`src/rtl/mdio_eng_pkg.sv`:
```
package mdio_eng_pkg;
  localparam int FRAME_BITS = 64;
  localparam int PRE_BITS   = 32;
  localparam int DATA_BITS  = 16;
  localparam int TA_IDX     = PRE_BITS + 14;
  localparam int RD_IDX     = PRE_BITS + 16;
  localparam logic [1:0] OP_RD = 2'b10;

  typedef enum logic [1:0] {
    SEL_CTRL = 2'd0,
    SEL_STAT = 2'd1,
    SEL_CMD  = 2'd2,
    SEL_NONE = 2'd3
  } reg_sel_e;

  typedef struct packed {
    logic [1:0]  sof;
    logic [1:0]  op;
    logic [4:0]  phy;
    logic [4:0]  regad;
    logic [1:0]  ta;
    logic [15:0] data;
  } cmd_word_t;
endpackage

```
`src/rtl/mdio_mdc_gen.sv`:
```
module mdio_mdc_gen #(
  parameter int SEL_W    = 2,
  parameter int MIN_LOG2 = 3
) (
  input  logic             clk,
  input  logic             rst,
  input  logic             run,
  input  logic             active,
  input  logic [SEL_W-1:0] sel,
  output logic             mdc,
  output logic             rise_tick,
  output logic             fall_tick
);
  localparam int CNT_W = MIN_LOG2 + (1 << SEL_W) - 1;

  logic [CNT_W-1:0] cnt;
  logic [CNT_W-1:0] shamt;
  logic [CNT_W-1:0] half_m1;
  logic             tick;

  always_comb begin
    shamt   = CNT_W'(sel) + CNT_W'(MIN_LOG2 - 1);
    half_m1 = (CNT_W'(1) << shamt) - CNT_W'(1);
    tick    = run && (cnt == half_m1);
  end

  assign rise_tick = tick && !mdc;
  assign fall_tick = tick && mdc;

  always_ff @(posedge clk) begin
    if (rst || !active) begin
      cnt <= '0;
      mdc <= 1'b0;
    end else if (run) begin
      if (tick) begin
        cnt <= '0;
        mdc <= ~mdc;
      end else begin
        cnt <= cnt + CNT_W'(1);
      end
    end
  end
endmodule

```
`src/rtl/mdio_frame_shift.sv`:
```
module mdio_frame_shift
  import mdio_eng_pkg::*;
(
  input  logic                 clk,
  input  logic                 rst,
  input  logic                 start,
  input  logic [31:0]          word,
  input  logic                 rise_tick,
  input  logic                 fall_tick,
  input  logic                 mdio_in,
  output logic                 busy,
  output logic                 mdo,
  output logic                 oe,
  output logic                 frame_end,
  output logic                 rd_op,
  output logic [DATA_BITS-1:0] rd_data
);
  localparam int IDX_W = $clog2(FRAME_BITS);
  localparam logic [IDX_W-1:0] LAST = IDX_W'(FRAME_BITS - 1);

  cmd_word_t             cw;
  logic [FRAME_BITS-1:0] frame_sh;
  logic [IDX_W-1:0]      bit_idx;

  assign cw        = cmd_word_t'(word);
  assign frame_end = busy && fall_tick && (bit_idx == LAST);

  always_ff @(posedge clk) begin
    if (rst) begin
      busy     <= 1'b0;
      mdo      <= 1'b0;
      oe       <= 1'b0;
      rd_op    <= 1'b0;
      bit_idx  <= '0;
      frame_sh <= '0;
      rd_data  <= '0;
    end else if (!busy) begin
      if (start) begin
        busy     <= 1'b1;
        frame_sh <= {{PRE_BITS{1'b1}}, word};
        bit_idx  <= '0;
        rd_op    <= (cw.op == OP_RD);
        mdo      <= 1'b1;
        oe       <= 1'b1;
      end
    end else begin
      if (rise_tick && rd_op && (bit_idx >= IDX_W'(RD_IDX)))
        rd_data <= {rd_data[DATA_BITS-2:0], mdio_in};
      if (fall_tick) begin
        if (bit_idx == LAST) begin
          busy <= 1'b0;
          oe   <= 1'b0;
          mdo  <= 1'b0;
        end else begin
          bit_idx  <= bit_idx + IDX_W'(1);
          frame_sh <= {frame_sh[FRAME_BITS-2:0], 1'b0};
          mdo      <= frame_sh[FRAME_BITS-2];
          oe       <= !(rd_op && (bit_idx >= IDX_W'(TA_IDX - 1)));
        end
      end
    end
  end

  AST_RD_RELEASE: assert property (@(posedge clk) disable iff (rst)
    (busy && rd_op && (bit_idx >= IDX_W'(TA_IDX))) |-> !oe);
  AST_OE_OFF_IDLE: assert property (@(posedge clk) disable iff (rst)
    !busy |-> !oe);
endmodule

```
`src/rtl/mdio_regs.sv`:
```
module mdio_regs
  import mdio_eng_pkg::*;
#(
  parameter int SEL_W = 2
) (
  input  logic                 clk,
  input  logic                 rst,
  input  logic                 bus_wr,
  input  logic                 bus_rd,
  input  logic [1:0]           bus_addr,
  input  logic [31:0]          bus_wdata,
  output logic [31:0]          bus_rdata,
  input  logic                 busy,
  input  logic                 frame_end,
  input  logic                 rd_op,
  input  logic [DATA_BITS-1:0] rd_data,
  output logic                 mgmt_en,
  output logic [SEL_W-1:0]     div_sel,
  output logic                 start,
  output logic [31:0]          cmd_word
);
  reg_sel_e sel;
  logic     wr_ctrl;
  logic     wr_cmd;

  assign sel     = reg_sel_e'(bus_addr);
  assign wr_ctrl = bus_wr && (sel == SEL_CTRL);
  assign wr_cmd  = bus_wr && (sel == SEL_CMD);
  assign start   = wr_cmd && mgmt_en && !busy;

  always_ff @(posedge clk) begin
    if (rst) begin
      mgmt_en  <= 1'b0;
      div_sel  <= '0;
      cmd_word <= '0;
    end else begin
      if (wr_ctrl) begin
        mgmt_en <= bus_wdata[0];
        div_sel <= bus_wdata[SEL_W:1];
      end
      if (start)
        cmd_word <= bus_wdata;
      else if (frame_end && rd_op)
        cmd_word[DATA_BITS-1:0] <= rd_data;
    end
  end

  always_ff @(posedge clk) begin
    if (rst) begin
      bus_rdata <= '0;
    end else if (bus_rd) begin
      case (sel)
        SEL_CTRL: bus_rdata <= 32'({div_sel, mgmt_en});
        SEL_STAT: bus_rdata <= {31'b0, ~busy};
        SEL_CMD:  bus_rdata <= cmd_word;
        default:  bus_rdata <= '0;
      endcase
    end
  end

  AST_START_BUSY: assert property (@(posedge clk) disable iff (rst)
    start |=> busy);
  AST_BUSY_CMD_HOLD: assert property (@(posedge clk) disable iff (rst)
    (wr_cmd && busy) |=> (cmd_word[31:16] == $past(cmd_word[31:16])));
  AST_DISABLED_NO_START: assert property (@(posedge clk) disable iff (rst)
    !mgmt_en |-> !start);
endmodule

```
`src/rtl/mdio_frame_engine.sv`:
```
module mdio_frame_engine
  import mdio_eng_pkg::*;
#(
  parameter int DIV_SEL_W    = 2,
  parameter int DIV_MIN_LOG2 = 3
) (
  input  logic        clk,
  input  logic        rst,
  input  logic        bus_wr,
  input  logic        bus_rd,
  input  logic [1:0]  bus_addr,
  input  logic [31:0] bus_wdata,
  output logic [31:0] bus_rdata,
  output logic        mdc,
  output logic        mdio_out,
  output logic        mdio_oe,
  input  logic        mdio_in
);
  logic                 mgmt_en;
  logic [DIV_SEL_W-1:0] div_sel;
  logic                 start;
  logic [31:0]          cmd_word;
  logic                 busy;
  logic                 frame_end;
  logic                 rd_op;
  logic [DATA_BITS-1:0] rd_data;
  logic                 rise_tick;
  logic                 fall_tick;

  mdio_regs #(.SEL_W(DIV_SEL_W)) i_regs (
    .clk(clk), .rst(rst),
    .bus_wr(bus_wr), .bus_rd(bus_rd), .bus_addr(bus_addr),
    .bus_wdata(bus_wdata), .bus_rdata(bus_rdata),
    .busy(busy), .frame_end(frame_end), .rd_op(rd_op), .rd_data(rd_data),
    .mgmt_en(mgmt_en), .div_sel(div_sel), .start(start), .cmd_word(cmd_word)
  );

  mdio_mdc_gen #(.SEL_W(DIV_SEL_W), .MIN_LOG2(DIV_MIN_LOG2)) i_mdc (
    .clk(clk), .rst(rst),
    .run(busy && mgmt_en), .active(busy), .sel(div_sel),
    .mdc(mdc), .rise_tick(rise_tick), .fall_tick(fall_tick)
  );

  mdio_frame_shift i_shift (
    .clk(clk), .rst(rst),
    .start(start), .word(bus_wdata),
    .rise_tick(rise_tick), .fall_tick(fall_tick), .mdio_in(mdio_in),
    .busy(busy), .mdo(mdio_out), .oe(mdio_oe),
    .frame_end(frame_end), .rd_op(rd_op), .rd_data(rd_data)
  );

  AST_MDC_IDLE_LOW: assert property (@(posedge clk) disable iff (rst)
    !busy |-> !mdc);
  AST_PAUSE_FREEZE: assert property (@(posedge clk) disable iff (rst)
    (busy && !mgmt_en && $past(busy && !mgmt_en)) |-> ($stable(mdc) && $stable(mdio_out)));
endmodule

```
`config.mk`:
```
export PLATFORM = sky130hd
export DESIGN_NAME = mdio_frame_engine
export DESIGN_NICKNAME = d
export VERILOG_FILES = /design/src/rtl/mdio_eng_pkg.sv /design/src/rtl/mdio_mdc_gen.sv /design/src/rtl/mdio_frame_shift.sv /design/src/rtl/mdio_regs.sv /design/src/rtl/mdio_frame_engine.sv
export SDC_FILE = /design/constraint.sdc
export NUM_CORES = 1
export LEC_CHECK = 0
export ABC_AREA = 1
export BUFFER_PORTS_ARGS = -buffer_cell sky130_fd_sc_hd__buf_4
export CORE_UTILIZATION = 35
export CTS_BUF_LIST = sky130_fd_sc_hd__clkbuf_16
export CTS_CLUSTER_SIZE = 12
export DETAILED_ROUTE_END_ITERATION = 12
export GPL_TIMING_DRIVEN = 0
export HOLD_SLACK_MARGIN = 0.08
export REMOVE_ABC_BUFFERS = 1
export SYNTH_ARGS = -nofsm -noshare
export SYNTH_HDL_FRONTEND = slang
export SYNTH_SLANG_ARGS = --single-unit
```
`constraint.sdc`:
```
create_clock -name clk -period 1.8 [get_ports clk]
set_clock_uncertainty 0.05 [all_clocks]
set_input_delay 0.09 -clock clk [delete_from_list [all_inputs] [get_ports clk]]
set_output_delay 0.09 -clock clk [all_outputs]
set_load 0.02 [all_outputs]
```
==> results.tsv, run 1 <==
metric	value	unit
status	finished clean	
netlist.area_leader.share	48.6	%
fillCellCount	1824	
drive_gt1_share	17.6	%
cts.clk_slew.worst_paths	70	ps
cp_cell_sequence	nand2_4 -> inv_2 -> nand2_2 -> nor2_4 -> nand2_2 -> nor2_4 -> nand4_1 -> buf_6 -> buf_12 -> a21oi_1 -> nor2_1	
startpoint_type	register	
drv_slew	0	
htreeDepth	4	
place.port_buffers	73	
critPathCaptureType	register	
synth_cell_type_count	28	
slew_headroom	63.7	%
wl_per_cell	13.1	microns
grt_use_total	17.4	%
crit_required	2070	ps
synth_edf_count	0	
stdcell_count	1291	
max_stage_delay	380	ps
synth_top_cells_by_count	197 x nor2_1, 163 x dfxtp_1, 159 x o21ai_0	
setup_tns	0	ps
drt_wl_total	16900	microns
worstSetupPathType	reg2reg	
finalPower	0.00793	W
drv_cap	0	
die_h	140	microns
grt_pass1_vias	5678	
rows	50	
yosysTopAreaCell	dfxtp_1	
async_flop_share	0	%
clockRootBuffer	clkbuf_16	
synth_flop_cell	dfxtp_1	
synth_area	0.00671	sq mm
grt_max_degree	82	
fin_area	0.00895	sq mm
yosys_warnings	0	
via_per_inst	4.79	
antenna_found_initial	0	
rr_worst_depth	11	
firstDrtPassIters	5	
setup_viol	0	
r2r_end	i_regs.cmd_word[15]	
cts_tree	built	
p_leak	3.97	nW
vias	6187	
cts_buffers	17	
place_area	0.00740	sq mm
grt_pass1_wl	27600	microns
grt_overflow	0	
post-synth-top-count-cell	nor2_1	
synth_seq_area_share	48.6	%
hold_violations	0	
final_nets	1087	
clock_latency	430	ps
synthToLayoutAreaGrowth	33.3	%
fin_crit_sh	96.8	%
ant_nets	0	
die_area	0.0197	sq mm
start_util	35.8	%
die_w	140	microns
syn_avg_cell_area	7.14	sq um
worst_slack	58.3	ps
period_minus_slack	1740	ps
min_delay_worst_endpoint	i_regs.bus_rdata[0]	
power.density	887	mW/mm^2
reg2reg_from	i_shift.busy	
ir_drop	551	uV
synth-seq-cells	163	
gp_congestion	0.783	
clock_path_buffers	2	
drc	0	
critPathMaxFanout	15	
critPathArrivalTime	2010	ps
design.portCount	74	
worstMarginPinSlew	544	ps
holdCritPathClass	in2reg	
synth.area.top_cells	dfxtp_1 49%, o21ai_0 12%, nor2_1 11%, nand2_1 7.2%, a21oi_1 5.5%	
holdCritStartpoint	bus_addr[0]	
dr.first_iter.drc_count	438	
timing.fmax	574	MHz
syn-instance-count	940	
pre_cts_slack	-2450	ps
rrSetupSlack	60	ps
hpwl	8660	microns
dp_cells	1190	
whs_path_depth	5	
crit_slowest_cell	dfxtp_4	
core	0.0188	sq mm
cts.sinks	163	
diodes	0	
==> state kept, by name, summed over array words and instances, names as in the netlist <==
register and count:
i_shift.frame_sh 63, i_regs.bus_rdata 32, i_regs.cmd_word 32, i_shift.rd_data 16
i_mdc.cnt 6, i_shift.bit_idx 6, i_regs.div_sel 2, i_mdc.mdc 1
i_regs.mgmt_en 1, i_shift.busy 1, i_shift.mdo 1, i_shift.oe 1
i_shift.rd_op 1
==> kinds of logic (layout without fill, tap and decap cells) <==
group,count (synthesis),in the layout,synth area share (%)
and+or+nand+nor,371,379,22.0
AOI/OAI and AO/OA,259,259,19.6
DFF,163,163,48.6
buffers and inverters,136,245,8.22
xor gates and xnor gates,7,7,0.913
adders and majority gates,4,4,0.746
==> placed cells by master, fill, tap and decap left out, drive strengths merged <==
cell         netlist  final
a221oi             1      1
buf               24    103
o221ai             2      2
bufinv             0      4
a21oi             74     74
clkinv             0      7
xnor2              3      3
inv               72     76
nand3             33     36
nor3               3      3
or2                1      1
dlygate4sd3        0     36
a211oi             2      2
nand2            131    136
dfxtp            163    163
nor3b              1      1
nand4              3      3
xor2               4      4
nor2             199    199
clkbuf            40     18
clkinvlp           0      1
ha                 4      4
o21ai            180    180
==> cell type report <==
| cell class | count | area, sq um | share of cell area [%] |
|---|---|---|---|
| Sequential cell | 163 | 3280 | 36.7 |
| Multi-Input combinational cell | 649 | 3150 | 35.2 |
| Timing Repair Buffer | 140 | 1310 | 14.6 |
| Clock buffer | 17 | 425 | 4.75 |
| Inverter | 72 | 304 | 3.40 |
| Tap cell | 234 | 293 | 3.27 |
| Clock inverter | 15 | 175 | 1.96 |
| Timing Repair inverter | 1 | 8.76 | 0.0979 |
==> critical path, delay by kind of cell (launching register included) <==
family / cells / cell delay [ps]
AO/OA/AOI/OAI: 1 / 130
AND/OR/NAND/NOR: 7 / 680
buffers and inverters: 3 / 380
flip-flops: 1 / 380
==> per-stage QoR <==
| step | hold WS, ps | util, % |
|---|---|---|
| 2_1_floorplan | 109 | - |
| 3_3_place_gp | 300 | 38.7 |
| 3_5_place_dp | 301 | 39.4 |
| 4_1_cts | 83.2 | 46.4 |
| 5_1_grt | 130 | 47.7 |
| 6_report | 103 | 47.7 |
==> power breakdown <==
part | internal [W] | switching [W] | leakage (nW)
Clock | 0.00229 | 0.00143 | 0.310
Sequential | 0.00367 | 0.0000346 | 1.33
Combinational | 0.000230 | 0.000275 | 2.33
==> routing by layer <==
layer	up-vias	wire [microns]	GRT usage, %
met2	112	7790	28.8
met4	0	255	4.81
met5	-	0	0
met3	28	671	4.68
met1	2782	8130	22.3
li1	3265	-	-
==> worst max path at each step <==
stage                 start                   end  slack [ps]  cells past startpoint
5_1_grt        i_shift.busy    i_regs.cmd_word[0]         -30                      8
4_1_cts        i_shift.busy  i_shift.frame_sh[40]           2                     11
3_3_place_gp   i_shift.busy  i_shift.frame_sh[29]       -5530                      6
6_report       i_shift.busy   i_regs.cmd_word[15]          60                     11
3_5_place_dp   i_shift.busy  i_shift.frame_sh[29]       -2450                     11
2_1_floorplan  i_shift.busy  i_shift.frame_sh[10]       -2890                      6
==> what timing repair did <==
action                     4_1_cts  5_1_grt
gates resized for setup         32       65
gates cloned                     8        3
pin swaps                        8       15
hold endpoints to repair        72        0
setup endpoints to repair      120      101
buffers inserted                15        7
hold buffers                    36        0
Power figures use the tool's default switching activity.
==> inputs of run 2 (changes only) <==
--- a/config.mk
+++ b/config.mk
@@ -13,6 +13,7 @@
 export DETAILED_ROUTE_END_ITERATION = 12
 export GPL_TIMING_DRIVEN = 0
 export HOLD_SLACK_MARGIN = 0.08
+export PLACE_DENSITY_LB_ADDON = 0.08
 export REMOVE_ABC_BUFFERS = 1
 export SYNTH_ARGS = -nofsm -noshare
 export SYNTH_HDL_FRONTEND = slang
==> run 2 against run 1 <==
Compared with the run above:
- final cell count up 0.39%
- largest power group unchanged
- largest cell class unchanged
- sequential cell count unchanged
- clock-buffer cell count unchanged
==> results.tsv, run 2 (synthesized netlist as in run 1, its figures left out) <==
metric	value	unit	change
synthToLayoutAreaGrowth	36.2	%	
critPathCaptureType	register		
grt_pass1_wl	29200	microns	+5.6%
startpoint_type	register		
firstDrtPassIters	5		unchanged
stdcell_count	1296		+0.39%
dr.first_iter.drc_count	338		-23%
period_minus_slack	1720	ps	-21.2 ps
cts.clk_slew.worst_paths	60	ps	about the same
antenna_found_initial	0		unchanged
r2r_end	i_shift.frame_sh[43]		
ant_nets	0		unchanged
start_util	35.8	%	unchanged
largest_registers	i_shift.frame_sh (63), i_regs.bus_rdata (32), i_regs.cmd_word (32)		
largest_register_ffs	63		unchanged
status	finished clean		
critPathArrivalTime	1990	ps	-20 ps
drt_wl_total	18100	microns	+7.2%
rr_worst_depth	11		unchanged
top_register	i_shift.frame_sh		
rrSetupSlack	80	ps	+20 ps
clockRootBuffer	clkbuf_16		
reg2reg_from	i_regs.mgmt_en		
crit_end	i_shift.frame_sh[43]		
grt_max_degree	89		+8.5%
clock_latency	420	ps	about the same
cp_cell_sequence	nand2_4 -> inv_2 -> nand2_2 -> nor2_4 -> nand2_2 -> nor2_4 -> nand3_4 -> buf_6 -> buf_4 -> nor2_1 -> nor2_1		
die_w	140	microns	unchanged
via_per_inst	4.76		-0.74%
crit_slowest_cell	dfxtp_2		
critPathLaunch	i_regs.mgmt_en		
setup_viol	0		unchanged
slew_headroom	63.4	%	-0.29 points
drive_gt1_share	18.2	%	+0.58 points
clock_path_buffers	2		unchanged
timing.fmax	581	MHz	+1.2%
drv_cap	0		unchanged
place.port_buffers	73		unchanged
final_util	48.7	%	+1.0 points
rows	50		unchanged
core	0.0188	sq mm	unchanged
ir_drop	679	uV	+23%
max_stage_delay	380	ps	about the same
worstMarginPinSlew	549	ps	+4.28 ps
die_area	0.0197	sq mm	unchanged
drc	0		unchanged
die_h	140	microns	unchanged
dp_cells	1190		unchanged
diodes	0		unchanged
fin_crit_sh	95.6	%	-1.2 points
layout_common_cells	196 x nor2_1, 150 x dfxtp_1, 142 x o21ai_0		
grt_pass1_vias	5697		+0.33%
worstSetupPathType	reg2reg		
setup_tns	0	ps	unchanged
p_leak	4.06	nW	+2.4%
design.portCount	74		unchanged
power.density	908	mW/mm^2	+2.5%
grt_overflow	0		unchanged
mostFrequentLayoutCell	nor2_1		
final_nets	1092		+0.46%
drv_slew	0		unchanged
wl_per_cell	13.9	microns	+6.8%
crit_required	2070	ps	about the same
hold_violations	0		unchanged
htreeDepth	4		unchanged
cts_buffers	17		unchanged
vias	6165		-0.36%
holdCritPathClass	in2reg		
grt_use_total	18.6	%	+1.2 points
cts.sinks	163		unchanged
gp_congestion	0.740		-5.5%
cts_tree	built		
hpwl	8990	microns	+3.7%
critPathMaxFanout	5		-10
## run 2: power by group
part / leakage, nW / internal, W / switching (W) / total [W]
logic: 2.42 / 0.000233 / 0.000280 / 0.000513
clock network: 0.318 / 0.00259 / 0.00149 / 0.00409
registers: 1.33 / 0.00367 / 0.0000351 / 0.00371
## run 2: how the worst min path moves through the flow
| stage | startpoint | endpoint | slack (ps) | depth (start not counted) |
|---|---|---|---|---|
| after global routing | bus_addr[0] | i_regs.bus_rdata[0] | 120 | 5 |
| after CTS | bus_addr[0] | i_regs.div_sel[0] | 90 | 5 |
| after detailed placement | bus_wdata[23] | i_regs.cmd_word[23] | 300 | 3 |
| final | bus_addr[0] | i_regs.div_sel[0] | 110 | 5 |
| after floorplan | rst | i_regs.cmd_word[29] | 110 | 1 |
| after global placement | bus_wdata[23] | i_regs.cmd_word[23] | 300 | 3 |
## run 2: routing by layer
metal	global-route usage, %	wire, microns	vias up
met3	3.86	564	15
li1	-	-	3280
met4	6.35	172	0
met5	0	0	-
met2	29.6	8190	71
met1	25.2	9140	2799
## run 2: worst max-delay path, delay by kind of cell (launching register included)
family	cells	cell delay (ps)
simple gates	8	790
flops	1	380
buf+inv	3	380
## run 2: cell type report
type / count / area [sq um]
timing repair buffer: 145 / 1420
sequential: 163 / 3280
fill: 1885 / 9620
multi-input combinational: 650 / 3170
tap: 234 / 293
clock buffer: 17 / 425
inverter: 72 / 312
clock inverter: 15 / 238
## run 2: timing repair
item                       4_1_cts  5_1_grt
gates cloned                     8        5
hold buffers                    36        0
setup buffers                   22        3
setup endpoints to repair      125      104
gates resized for setup         29       60
pin swaps                       10       14
hold endpoints to repair        74        0
## run 2: through the flow
step | total power (W) | instance area, sq um | setup WS (ps) | hold slack, ps
final | 0.00831 | 9140 | 79.5 | 109
after global routing | 0.00863 | 9140 | -56.6 | 117
after CTS | 0.00841 | 8900 | -31.1 | 90.1
after detailed placement | 0.00422 | 7410 | -2690 | 304
after global placement | 0.00421 | 7270 | -5940 | 298
after floorplan | 0.00400 | 6430 | -2890 | 109
==> inputs of run 3 (changes only) <==
--- a/config.mk
+++ b/config.mk
@@ -5,7 +5,6 @@
 export SDC_FILE = /design/constraint.sdc
 export NUM_CORES = 1
 export LEC_CHECK = 0
-export ABC_AREA = 1
 export BUFFER_PORTS_ARGS = -buffer_cell sky130_fd_sc_hd__buf_4
 export CORE_UTILIZATION = 35
 export CTS_BUF_LIST = sky130_fd_sc_hd__clkbuf_16
==> run 3 against run 2 <==
Compared with the run above:
- the run now ends with setup timing left
- largest power group unchanged
- clock-buffer cell count is the same
- critical path type unchanged
- design area up 14%
- combinational power down 31%
- highest routed layer unchanged
- largest cell class is now multi-input combinational cells
- synthesized cell count shrank 16%
- sequential power down 2%
==> results.tsv, run 3 <==
metric	value	unit	change
syn-instance-count	786		-16%
firstDrtPassIters	4		-1
setup_viol	77		+77
clock_latency	430	ps	about the same
slew_headroom	18.5	%	-45 points
cts.sinks	163		unchanged
dr.first_iter.drc_count	323		-4.4%
synth_top_family_by_area	simple AND/OR/NAND/NOR gates		
critPathMaxFanout	7		+2
vias	6215		+0.81%
fin_area	0.0104	sq mm	+14%
antenna_found_initial	0		unchanged
rows	51		+2.0%
layout_common_cells	151 x dfxtp_1, 123 x nor2_1, 102 x buf_4		
finalPower	0.00787	W	-5.2%
yosys_warnings	0		unchanged
synth_area	0.00715	sq mm	+6.5%
die_area	0.0210	sq mm	+6.4%
mostFrequentLayoutCell	dfxtp_1		
place_area	0.00792	sq mm	+6.8%
pre_cts_slack	-1440	ps	+1250 ps
largest_register_ffs	63		unchanged
crit_required	2110	ps	+40 ps
synth_xor_area_share	0.980	%	+0.067 points
async_flop_share	0	%	unchanged
ant_nets	0		unchanged
hpwl	9790	microns	+8.9%
start_util	36.3	%	+0.49 points
final_nets	976		-11%
synth.area.top_cells	dfxtp_1 46%, nor2_1 7.4%, a221oi_2 6.1%, a211oi_2 5.3%, mux2i_1 5.2%		
worst_slack	-139	ps	-218 ps
drc	0		unchanged
post-synth-top-count-cell	dfxtp_1		
fin_crit_sh	108	%	+12 points
synth-seq-cells	163		unchanged
grt_use_total	18.8	%	+0.20 points
drv_slew	0		unchanged
diodes	0		unchanged
yosysTopAreaCell	dfxtp_1		
top_register	i_shift.frame_sh		
synth_edf_count	0		unchanged
p_leak	4.35	nW	+6.9%
largest_registers	i_shift.frame_sh (63), i_regs.bus_rdata (32), i_regs.cmd_word (32)		
cts_tree	built		
drive_gt1_share	33.1	%	+15 points
synth_compound_area_share	19.0	%	-0.56 points
dp_cells	1065		-11%
design.portCount	74		unchanged
worstSetupPathType	reg2reg		
whs	121	ps	+12.6 ps
drv_cap	0		unchanged
clock_path_buffers	2		unchanged
die_w	145	microns	+3.1%
stdcell_count	1211		-6.6%
muxShareOfSynthArea	5.18	%	+5.2 points
netlist.area_leader.share	45.7	%	-3.0 points
htreeDepth	4		unchanged
synth_top_cells_by_count	163 x dfxtp_1, 141 x nor2_1, 64 x nor3_1		
startpoint_type	register		
critPathCaptureType	register		
wl_per_cell	16.9	microns	+21%
cts.clk_slew.worst_paths	70	ps	about the same
worstMarginPinSlew	1220	ps	+674 ps
clockRootBuffer	clkbuf_16		
rsz0062_at_grt	yes		
power.density	758	mW/mm^2	-17%
gp_congestion	0.750		+1.4%
grt_overflow	0		unchanged
period_minus_slack	1940	ps	+218 ps
synth_seq_area_share	45.7	%	-3.0 points
drt_wl_total	20500	microns	+14%
grt_pass1_vias	5920		+3.9%
cts_buffers	17		unchanged
synth_flop_cell	dfxtp_1		
yosys.area_share.simple	23.9	%	+1.9 points
grt_pass1_wl	31700	microns	+8.8%
status	finished with violations		
fillCellCount	1737		-7.9%
critPathArrivalTime	2250	ps	+260 ps
hold_violations	0		unchanged
synthAdderAreaFrac	0.700	%	-0.045 points
violations	setup timing		
core	0.0197	sq mm	+5.1%
ir_drop	700	uV	+3.1%
die_h	145	microns	+3.1%
place.port_buffers	73		unchanged
synthToLayoutAreaGrowth	45.2	%	
holdCritPathClass	in2reg		
timing.fmax	516	MHz	-11%
grt_max_degree	90		+1.1%
via_per_inst	5.13		+7.9%
syn_avg_cell_area	9.09	sq um	+27%
synth_cell_type_count	40		+43%
run 3: cell types whose count changed after synthesis, moves of 15 or more:
cell / previous run / this run
o21ai_0: 159 / 7
nand2_1: 128 / 47
inv_1: 67 / 4
nor3_1: 3 / 64
nor2_1: 197 / 141
mux2i_1: 0 / 37
and2_1: 0 / 32
nor2b_1: 0 / 32
a211oi_2: 0 / 30
a221oi_2: 0 / 29
nand3_1: 32 / 3
a211oi_1: 2 / 20
o21ai_1: 21 / 3
a21oi_1: 74 / 59
run 3: report_power, final:
group	internal (W)	total (W)	switching [W]
clock network	0.00234	0.00389	0.00155
registers	0.00361	0.00362	0.0000138
logic	0.000160	0.000356	0.000197
run 3: cell type report:
class	count	area [sq um]	area share (%)
Multi-Input combinational cell	562	4210	40.6
Timing Repair Buffer	185	1880	18.1
Sequential cell	163	3310	31.8
Clock buffer	17	425	4.10
Tap cell	265	332	3.19
Clock inverter	15	206	1.99
Inverter	4	17.5	0.169
run 3: logic make-up after synthesis:
family	count (synthesis)
AOI/OAI and AO/OA	153
xor gates and xnor gates	8
adders and majority gates	4
buffers and inverters	70
DFF	163
muxes	37
and+or+nand+nor	351
run 3: worst max-delay path: stages, from the launching register on:
cell	delay [ps]
dfxtp_4	360
and3b_2	250
nor4_4	280
buf_4	190
buf_6	110
nand4_4	150
or3_1	370
a21oi_2	120
run 3: path summary, 6_finish.rpt:
check                       from                  end  slack, ps  cells past startpoint
max            i_regs.div_sel[0]   i_shift.bit_idx[5]       -140                      7
min                  bus_addr[1]  i_regs.bus_rdata[1]        120                      5
max reg2reg    i_regs.div_sel[0]   i_shift.bit_idx[5]       -140                      7
min reg2reg  i_regs.cmd_word[16]  i_regs.cmd_word[16]        410                      2
run 3: metrics by stage:
step	util (%)	TNS [ps]
final	52.6	-4670
after global routing	52.6	-11410
after CTS	48.9	-1160
after detailed placement	40.2	-122450
after global placement	39.1	-416080
after floorplan	-	-181660
run 3: layer usage:
layer,global-route usage [%],part of all wire (%),vias up
met2,31.0,48,92
met3,3.55,2.9,15
met5,0,0,-
met4,5.69,1.1,0
met1,24.9,48,3036
li1,-,-,3072
run 3: timing repair:
action | CTS | global route
cloned | 9 | 8
endpoints found under the hold margin | 82 | 0
gates resized for setup | 54 | 96
pin swaps | 25 | 69
setup endpoints to repair | 128 | 108
hold buffers | 39 | 0
buffers inserted | 45 | 19
